$ cat src/rtl/xt_pkg.sv
package xt_pkg;
    typedef enum logic {SLOT_EMPTY = 1'b0, SLOT_HELD = 1'b1} slot_st_e;
    typedef enum logic {VC_IDLE = 1'b0, VC_ACTIVE = 1'b1} vc_st_e;
endpackage

$ cat src/rtl/xt_inport.sv
module xt_inport
    import xt_pkg::*;
#(
    parameter int N_VC = 2,
    parameter int PW   = 3,
    parameter int VW   = 1
) (
    input  logic          clk,
    input  logic          rst_n,
    input  logic          gnt_ok,
    input  logic [VW-1:0] gnt_vc,
    input  logic          rt_set,
    input  logic [VW-1:0] rt_vc,
    input  logic [PW-1:0] rt_op,
    input  logic [VW-1:0] rt_ov,
    input  logic          buf_tail,
    output logic          cand_ok,
    output logic [PW-1:0] cand_op,
    output logic          rt_idle,
    output logic          trav,
    output logic          teardown,
    output logic [VW-1:0] slot_vc_o,
    output logic [PW-1:0] trav_op,
    output logic [VW-1:0] trav_ov
);
    slot_st_e      slot_st, slot_nx;
    logic [VW-1:0] slot_vc, slot_vc_nx;
    vc_st_e        ivc_st [N_VC];
    vc_st_e        ivc_nx [N_VC];
    logic [PW-1:0] ivc_op [N_VC];
    logic [PW-1:0] ivc_op_nx [N_VC];
    logic [VW-1:0] ivc_ov [N_VC];
    logic [VW-1:0] ivc_ov_nx [N_VC];

    // slot state register
    always_ff @(posedge clk) begin
        if (!rst_n) begin
            slot_st <= SLOT_EMPTY;
            slot_vc <= '0;
        end else begin
            slot_st <= slot_nx;
            slot_vc <= slot_vc_nx;
        end
    end

    // slot next state: HELD lasts one traversal unless re-granted
    always_comb begin
        slot_nx    = slot_st;
        slot_vc_nx = slot_vc;
        unique case (slot_st)
            SLOT_EMPTY: begin
                if (gnt_ok) begin
                    slot_nx    = SLOT_HELD;
                    slot_vc_nx = gnt_vc;
                end
            end
            SLOT_HELD: begin
                if (gnt_ok) slot_vc_nx = gnt_vc;
                else        slot_nx    = SLOT_EMPTY;
            end
        endcase
    end

    // slot outputs
    always_comb begin
        trav      = (slot_st == SLOT_HELD) && (ivc_st[slot_vc] == VC_ACTIVE);
        teardown  = trav && buf_tail;
        slot_vc_o = slot_vc;
        trav_op   = ivc_op[slot_vc];
        trav_ov   = ivc_ov[slot_vc];
        cand_ok   = (ivc_st[gnt_vc] == VC_ACTIVE) && !(teardown && (slot_vc == gnt_vc));
        cand_op   = ivc_op[gnt_vc];
        rt_idle   = (ivc_st[rt_vc] == VC_IDLE);
    end

    // input VC state register
    always_ff @(posedge clk) begin
        for (int v = 0; v < N_VC; v++) begin
            if (!rst_n) begin
                ivc_st[v] <= VC_IDLE;
                ivc_op[v] <= '0;
                ivc_ov[v] <= '0;
            end else begin
                ivc_st[v] <= ivc_nx[v];
                ivc_op[v] <= ivc_op_nx[v];
                ivc_ov[v] <= ivc_ov_nx[v];
            end
        end
    end

    // input VC next state: IDLE -> ACTIVE on route, ACTIVE -> IDLE on tail
    always_comb begin
        for (int v = 0; v < N_VC; v++) begin
            ivc_nx[v]    = ivc_st[v];
            ivc_op_nx[v] = ivc_op[v];
            ivc_ov_nx[v] = ivc_ov[v];
            unique case (ivc_st[v])
                VC_IDLE: begin
                    if (rt_set && (rt_vc == VW'(v))) begin
                        ivc_nx[v]    = VC_ACTIVE;
                        ivc_op_nx[v] = rt_op;
                        ivc_ov_nx[v] = rt_ov;
                    end
                end
                VC_ACTIVE: begin
                    if (teardown && (slot_vc == VW'(v))) begin
                        ivc_nx[v]    = VC_IDLE;
                        ivc_op_nx[v] = '0;
                        ivc_ov_nx[v] = '0;
                    end
                end
            endcase
        end
    end
endmodule

$ cat src/rtl/xt_outctl.sv
module xt_outctl #(
    parameter int N_PORT = 5,
    parameter int N_VC   = 2
) (
    input  logic                   clk,
    input  logic                   rst_n,
    input  logic [N_PORT-1:0]      claim,
    input  logic [N_PORT-1:0]      rel,
    input  logic [N_PORT*N_VC-1:0] ovc_set,
    input  logic [N_PORT*N_VC-1:0] ovc_clr,
    output logic [N_PORT-1:0]      port_free,
    output logic [N_PORT*N_VC-1:0] ovc_idle
);
    logic [N_PORT*N_VC-1:0] ovc_act;
    logic [N_PORT-1:0]      free_nx;
    logic [N_PORT*N_VC-1:0] act_nx;

    // claim wins over release in the same cycle
    always_comb begin
        free_nx = (port_free | rel) & ~claim;
        act_nx  = (ovc_act | ovc_set) & ~ovc_clr;
    end

    always_ff @(posedge clk) begin
        if (!rst_n) begin
            port_free <= '1;
            ovc_act   <= '0;
        end else begin
            port_free <= free_nx;
            ovc_act   <= act_nx;
        end
    end

    assign ovc_idle = ~ovc_act;
endmodule

$ cat src/rtl/xt_fwd.sv
module xt_fwd #(
    parameter int N_PORT = 5,
    parameter int N_INT  = 4,
    parameter int FLIT_W = 16,
    parameter int PW     = 3,
    parameter int VW     = 1,
    parameter int CW     = 3
) (
    input  logic                       clk,
    input  logic                       rst_n,
    input  logic [N_PORT-1:0]          trav,
    input  logic [N_PORT*PW-1:0]       trav_op,
    input  logic [N_PORT*VW-1:0]       trav_ov,
    input  logic [N_PORT*VW-1:0]       slot_vc,
    input  logic [N_PORT*FLIT_W-1:0]   buf_flit,
    input  logic [N_PORT-1:0]          up_present,
    output logic [N_INT-1:0]           lnk_vld,
    output logic [N_INT*FLIT_W-1:0]    lnk_flit,
    output logic [N_INT*VW-1:0]        lnk_vc,
    output logic [N_PORT-N_INT-1:0]    ej_vld,
    output logic [(N_PORT-N_INT)*FLIT_W-1:0] ej_flit,
    output logic [N_PORT-1:0]          cr_vld,
    output logic [N_PORT*VW-1:0]       cr_vc,
    output logic [CW-1:0]              pass_cnt
);
    logic [N_PORT-1:0]        o_vld;
    logic [N_PORT*FLIT_W-1:0] o_flit;
    logic [N_PORT*VW-1:0]     o_vc;
    logic [CW-1:0]            cnt;

    // crossbar: allocator guarantees one input per output
    always_comb begin
        o_vld  = '0;
        o_flit = '0;
        o_vc   = '0;
        cnt    = '0;
        for (int o = 0; o < N_PORT; o++) begin
            for (int p = 0; p < N_PORT; p++) begin
                if (trav[p] && (trav_op[p*PW +: PW] == PW'(o))) begin
                    o_vld[o]               = 1'b1;
                    o_flit[o*FLIT_W +: FLIT_W] = o_flit[o*FLIT_W +: FLIT_W] | buf_flit[p*FLIT_W +: FLIT_W];
                    o_vc[o*VW +: VW]       = o_vc[o*VW +: VW] | trav_ov[p*VW +: VW];
                end
            end
            cnt = cnt + CW'(o_vld[o]);
        end
    end

    always_ff @(posedge clk) begin
        if (!rst_n) begin
            lnk_vld  <= '0;
            lnk_flit <= '0;
            lnk_vc   <= '0;
            ej_vld   <= '0;
            ej_flit  <= '0;
            cr_vld   <= '0;
            cr_vc    <= '0;
            pass_cnt <= '0;
        end else begin
            lnk_vld  <= o_vld[N_INT-1:0];
            lnk_flit <= o_flit[N_INT*FLIT_W-1:0];
            lnk_vc   <= o_vc[N_INT*VW-1:0];
            ej_vld   <= o_vld[N_PORT-1:N_INT];
            ej_flit  <= o_flit[N_PORT*FLIT_W-1:N_INT*FLIT_W];
            cr_vld   <= trav & up_present;
            cr_vc    <= slot_vc;
            pass_cnt <= cnt;
        end
    end
endmodule

$ cat src/rtl/xbar_traverse.sv
module xbar_traverse #(
    parameter int N_PORT   = 5,
    parameter int N_INT    = 4,
    parameter int N_VC     = 2,
    parameter int FLIT_W   = 16,
    parameter int LINK_CAP = 2,
    localparam int PW    = $clog2(N_PORT),
    localparam int VW    = (N_VC > 1) ? $clog2(N_VC) : 1,
    localparam int CW    = $clog2(N_PORT + 1),
    localparam int OCC_W = $clog2(LINK_CAP + 1),
    localparam int N_EJ  = N_PORT - N_INT
) (
    input  logic                     clk,
    input  logic                     rst_n,
    input  logic [N_PORT-1:0]        gnt_req,
    input  logic [N_PORT*VW-1:0]     gnt_vc,
    input  logic                     rt_we,
    input  logic [PW-1:0]            rt_port,
    input  logic [VW-1:0]            rt_vc,
    input  logic [PW-1:0]            rt_op,
    input  logic [VW-1:0]            rt_ov,
    input  logic [N_PORT*FLIT_W-1:0] buf_flit,
    input  logic [N_PORT-1:0]        buf_tail,
    input  logic [N_PORT-1:0]        up_present,
    input  logic [N_INT*OCC_W-1:0]   lnk_occ,
    output logic [N_PORT-1:0]        deq_vld,
    output logic [N_PORT*VW-1:0]     deq_vc,
    output logic [N_INT-1:0]         lnk_vld,
    output logic [N_INT*FLIT_W-1:0]  lnk_flit,
    output logic [N_INT*VW-1:0]      lnk_vc,
    output logic [N_EJ-1:0]          ej_vld,
    output logic [N_EJ*FLIT_W-1:0]   ej_flit,
    output logic [N_PORT-1:0]        cr_vld,
    output logic [N_PORT*VW-1:0]     cr_vc,
    output logic [CW-1:0]            pass_cnt,
    output logic [N_PORT-1:0]        port_free,
    output logic                     proto_err
);
    logic [N_PORT-1:0]      gnt_ok, cand_ok, rt_idle, trav, teardown, rt_set;
    logic [N_PORT*PW-1:0]   cand_op, trav_op;
    logic [N_PORT*VW-1:0]   slot_vc, trav_ov;
    logic [N_PORT-1:0]      claim, rel;
    logic [N_PORT*N_VC-1:0] ovc_set, ovc_clr, ovc_idle;
    logic                   err_nx;

    for (genvar p = 0; p < N_PORT; p++) begin : g_in
        xt_inport #(.N_VC(N_VC), .PW(PW), .VW(VW)) u_in (
            .clk      (clk),
            .rst_n    (rst_n),
            .gnt_ok   (gnt_ok[p]),
            .gnt_vc   (gnt_vc[p*VW +: VW]),
            .rt_set   (rt_set[p]),
            .rt_vc    (rt_vc),
            .rt_op    (rt_op),
            .rt_ov    (rt_ov),
            .buf_tail (buf_tail[p]),
            .cand_ok  (cand_ok[p]),
            .cand_op  (cand_op[p*PW +: PW]),
            .rt_idle  (rt_idle[p]),
            .trav     (trav[p]),
            .teardown (teardown[p]),
            .slot_vc_o(slot_vc[p*VW +: VW]),
            .trav_op  (trav_op[p*PW +: PW]),
            .trav_ov  (trav_ov[p*VW +: VW])
        );
    end

    // release of ports and output VCs by this cycle's traversals
    always_comb begin
        rel     = '0;
        ovc_clr = '0;
        for (int p = 0; p < N_PORT; p++) begin
            for (int o = 0; o < N_PORT; o++) begin
                if (trav[p] && (trav_op[p*PW +: PW] == PW'(o))) begin
                    rel[o] = 1'b1;
                    for (int v = 0; v < N_VC; v++) begin
                        if (teardown[p] && (trav_ov[p*VW +: VW] == VW'(v)))
                            ovc_clr[o*N_VC + v] = 1'b1;
                    end
                end
            end
        end
    end

    // fixed-priority grant acceptance; a port freed this cycle may be reclaimed
    always_comb begin
        logic free_ok;
        logic busy;
        claim  = '0;
        gnt_ok = '0;
        for (int p = 0; p < N_PORT; p++) begin
            free_ok = 1'b0;
            busy    = 1'b0;
            for (int o = 0; o < N_PORT; o++) begin
                if (cand_op[p*PW +: PW] == PW'(o)) begin
                    free_ok = port_free[o] | rel[o];
                    busy    = claim[o];
                end
            end
            if (gnt_req[p] && cand_ok[p] && free_ok && !busy) begin
                gnt_ok[p] = 1'b1;
                for (int o = 0; o < N_PORT; o++) begin
                    if (cand_op[p*PW +: PW] == PW'(o)) claim[o] = 1'b1;
                end
            end
        end
    end

    // route write acceptance: input VC and output VC both idle
    always_comb begin
        rt_set  = '0;
        ovc_set = '0;
        for (int p = 0; p < N_PORT; p++) begin
            for (int o = 0; o < N_PORT; o++) begin
                for (int v = 0; v < N_VC; v++) begin
                    if (rt_we && (rt_port == PW'(p)) && (rt_op == PW'(o)) &&
                        (rt_ov == VW'(v)) && rt_idle[p] && ovc_idle[o*N_VC + v]) begin
                        rt_set[p]           = 1'b1;
                        ovc_set[o*N_VC + v] = 1'b1;
                    end
                end
            end
        end
    end

    xt_outctl #(.N_PORT(N_PORT), .N_VC(N_VC)) u_out (
        .clk      (clk),
        .rst_n    (rst_n),
        .claim    (claim),
        .rel      (rel),
        .ovc_set  (ovc_set),
        .ovc_clr  (ovc_clr),
        .port_free(port_free),
        .ovc_idle (ovc_idle)
    );

    xt_fwd #(.N_PORT(N_PORT), .N_INT(N_INT), .FLIT_W(FLIT_W), .PW(PW), .VW(VW), .CW(CW)) u_fwd (
        .clk       (clk),
        .rst_n     (rst_n),
        .trav      (trav),
        .trav_op   (trav_op),
        .trav_ov   (trav_ov),
        .slot_vc   (slot_vc),
        .buf_flit  (buf_flit),
        .up_present(up_present),
        .lnk_vld   (lnk_vld),
        .lnk_flit  (lnk_flit),
        .lnk_vc    (lnk_vc),
        .ej_vld    (ej_vld),
        .ej_flit   (ej_flit),
        .cr_vld    (cr_vld),
        .cr_vc     (cr_vc),
        .pass_cnt  (pass_cnt)
    );

    // protocol error: full link or output port not busy at traversal
    always_comb begin
        err_nx = 1'b0;
        for (int p = 0; p < N_PORT; p++) begin
            for (int o = 0; o < N_PORT; o++) begin
                if (trav[p] && (trav_op[p*PW +: PW] == PW'(o)) && port_free[o]) err_nx = 1'b1;
            end
            for (int o = 0; o < N_INT; o++) begin
                if (trav[p] && (trav_op[p*PW +: PW] == PW'(o)) &&
                    (lnk_occ[o*OCC_W +: OCC_W] >= OCC_W'(LINK_CAP))) err_nx = 1'b1;
            end
        end
    end

    always_ff @(posedge clk) begin
        if (!rst_n) proto_err <= 1'b0;
        else        proto_err <= err_nx;
    end

    assign deq_vld = trav;
    assign deq_vc  = slot_vc;
endmodule

$ cat config.mk
export PLATFORM = sky130hd
export DESIGN_NAME = xbar_traverse
export DESIGN_NICKNAME = d
export VERILOG_FILES = /design/src/rtl/xt_pkg.sv /design/src/rtl/xt_inport.sv /design/src/rtl/xt_outctl.sv /design/src/rtl/xt_fwd.sv /design/src/rtl/xbar_traverse.sv
export SDC_FILE = /design/constraint.sdc
export NUM_CORES = 1
export LEC_CHECK = 0
export ABC_AREA = 1
export CORE_UTILIZATION = 40
export CTS_BUF_LIST = sky130_fd_sc_hd__clkbuf_4
export CTS_CLUSTER_DIAMETER = 60
export DETAILED_ROUTE_END_ITERATION = 6
export MAX_ROUTING_LAYER = met4
export PLACE_DENSITY = 0.63
export SYNTH_ARGS = -nofsm -noshare
export SYNTH_HDL_FRONTEND = slang
export SYNTH_HIERARCHICAL = 1
export SYNTH_SLANG_ARGS = --single-unit
$ cat constraint.sdc
create_clock -name clk -period 4.3 [get_ports clk]
set_clock_uncertainty 0.1 [all_clocks]
set_input_delay 0.86 -clock clk [delete_from_list [all_inputs] [get_ports clk]]
set_output_delay 0.86 -clock clk [all_outputs]
set_load 0.005 [all_outputs]
==> results.tsv <==
metric	value	unit
period_minus_slack	4260	ps
dp_cells	2832	
die_x	183	um
critical_path_class	reg -> reg	
avgRoutedWirePerCell	18.6	um
final_area	17400	um2
syn_nets	2223	
finalCritPeriodShare	99.2	%
vias	16100	
status	finished, violations left	
clk_pin_slew_worst_paths	140	ps
placementRows	65	
gp_congestion	0.955	
timing.slew.headroom	18.9	%
fillers	3161	
cts_sinks	183	
insertion_delay	680	ps
violations	design-rule violations	
crit_path_start_kind	flop	
drt-initial-drc-count	1868	
viasPerCell	5.56	
slew_violations	0	
worst_pin_slew	1220	ps
area_delta_synth_final	33.0	%
synth-async-reset-ratio	0	%
fin_cells	2891	
yosys_warnings	6	
grtUsageTotal	32.7	%
syn_area_per_cell	6.21	um2
final_nets	2559	
die_h	183	um
min_path_type	reg -> reg	
dp_slack	-521	ps
cts_buffers	17	
rsz0062_at_grt	true	
die-area	33400	um2
yosysTopAreaCell	dfxtp_1	
dp_hpwl	38700	um
ys_ff_latch	183	
crit_path_max_incr_delay	370	ps
drv_cap	0	
slowest_stage	dfxtp_4	
root_buffer	clkbuf_4	
cpMostUsedCell	nand2_2	
grt_max_degree	70	
synth.area.top_cells	dfxtp_1, nand2_1, nand3_1, nor2_1, edfxtp_1	
arrival	4710	ps
routed_wl	53800	um
internal_power	2.61	mW
synth_edf_count	35	
leakage	7.62	nW
grt_overflow	0	
antenna_found_initial	3	
ir_drop	0.195	mV
final_hold_viol_count	0	
power.switching	1.62	mW
placed_cell_area	16600	um2
grt_pass1_vias	14900	
clkPwrFrac	23.7	%
drcViolationCount	13	
fin_worst_hold_slack	380	ps
pwr-share-seq	44.2	%
port_buffers	232	
yosysTopAreaCellShare	22.7	%
ys_seq_area_share	30.7	%
grt_pass1_wl	81700	um
io_pins	237	
worstPathRequired	4750	ps
htree_levels	4	
fmax	235	MHz
final_antenna_net_count	0	
synth_cells	2101	
synth_commonest_cells	nand2_1, nand3_1, nor2_1, inv_1, dfxtp_1	
syn_area	13100	um2
cts_tree	yes	
worst_slack	35.9	ps
clk_path_buf_depth	2	
coreArea	31800	um2
crit_path_end_kind	flop	
power_density	244	nW/um2
synth_most_common_cell	nand2_1	
synth.distinct_cells	50	
worst-path-max-fanout	5	
switching_share	38.2	%
dr.pass1.iters	7	
setup_viol	0	
ys.flop_type	dfxtp_1	
combPwrFrac	32.1	%
drive_above_1_share	15.1	%
start_util	41.1	%
cells by family after synthesis:
logic type / synth area share (%)
AND/OR/NAND/NOR: 49.3
buffers and inverters: 12.1
flip-flops: 30.7
AO/OA/AOI/OAI: 7.50
adder cells (fa/ha/maj): 0.403
per-layer routing:
layer | GRT usage (%) | wire [um] | vias to the layer above
li1 | - | - | 7605
met1 | 37.4 | 20800 | 7305
met2 | 54.7 | 25700 | 953
met3 | 6.15 | 4860 | 199
met4 | 16.0 | 2460 | 0
met5 | - | 0 | -
cell usage in the layout, fill, tap and decap left out, types with 6 or more instances in the layout:
cell type        instances
o22ai_1                  8
o21ai_0                 68
inv_2                   18
nand3_1                323
nor2_4                  25
o21ai_2                  8
dfxtp_1                142
nand4_1                139
nand3b_1                10
diode_2                  6
nor3_1                  30
nor2_2                  26
inv_1                  251
a21oi_1                 26
o21ai_1                 19
clkdlybuf4s50_1        230
buf_6                    8
nor2_1                 307
nand2_4                  6
edfxtp_1                35
buf_4                  170
nand2_1                454
nand2_2                 28
clkbuf_4                20
nand3_2                 15
o221ai_1                11
timing repair:
item,4_1_cts,5_1_grt
resized for setup,1,90
hold buffers,0,0
buffers inserted,0,21
pin swaps,0,43
setup endpoints to repair,3,10
hold endpoints to repair,0,0
stage by stage:
| step | setup TNS [ps] | power (mW) | utilization [%] |
|---|---|---|---|
| detailed placement | -3650 | 3.15 | 52.3 |
| CTS | 0 | 4.14 | 53.1 |
| floorplan | 0 | 2.56 | - |
| finish | 0 | 4.23 | 54.6 |
| global route | -1280 | 4.42 | 54.6 |
| global placement | -2850 | 3.14 | 52.3 |
path summary, 6_finish.rpt:
check	slack [ps]	cells after the start	from	endpoint
setup reg to reg	40	40	flop	u_out/port_free[4]
setup / recovery	40	40	flop	u_out/port_free[4]
hold reg to reg	380	2	g_in[4].u_in/slot_vc_o	u_fwd/cr_vc[4]
hold / removal	380	2	g_in[4].u_in/slot_vc_o	u_fwd/cr_vc[4]
layout make-up:
| cell class | count | area [um2] | area share [%] |
|---|---|---|---|
| Multi-Input combinational cell | 1550 | 7750 | 44.6 |
| Inverter | 273 | 1030 | 5.95 |
| Tap cell | 435 | 544 | 3.13 |
| Clock inverter | 12 | 128 | 0.735 |
| Clock buffer | 20 | 150 | 0.865 |
| Timing Repair Buffer | 412 | 3710 | 21.4 |
| Sequential cell | 183 | 4030 | 23.2 |
| Antenna cell | 6 | 15.0 | 0.0865 |
sequential cells by signal, summed over array words and instances, names as in the netlist, named ones only:
name / count
u_fwd/ej_vld: 1
g_in.u_in/slot_st: 5
u_fwd/lnk_flit: 64
g_in.u_in/ivc_st: 10
u_fwd/ej_flit: 16
u_fwd/pass_cnt: 3
u_fwd/lnk_vc: 4
u_out/ovc_act: 10
u_out/port_free: 5
u_fwd/lnk_vld: 4
proto_err: 1
u_fwd/cr_vld: 5
g_in.u_in/ivc_ov: 10
g_in.u_in/ivc_op: 30
g_in.u_in/slot_vc_o: 5
u_fwd/cr_vc: 5
critical path, delay by kind of cell (launching register included):
kind	cells	cell delay, ps
AND/OR/NAND/NOR	27	2230
AO/OA/AOI/OAI	5	630
buffers and inverters	8	800
flip-flops	1	370
power by group through the flow:
stage | clock, mW | sequential [mW] | combinational (mW)
finish | 1.00 | 1.87 | 1.36
global route | 1.11 | 1.88 | 1.43
CTS | 1.03 | 1.87 | 1.25
detailed placement | 0 | 1.91 | 1.24
global placement | 0 | 1.90 | 1.24
floorplan | 0 | 1.89 | 0.671
Note: power is estimated with default switching activity, not from simulation.
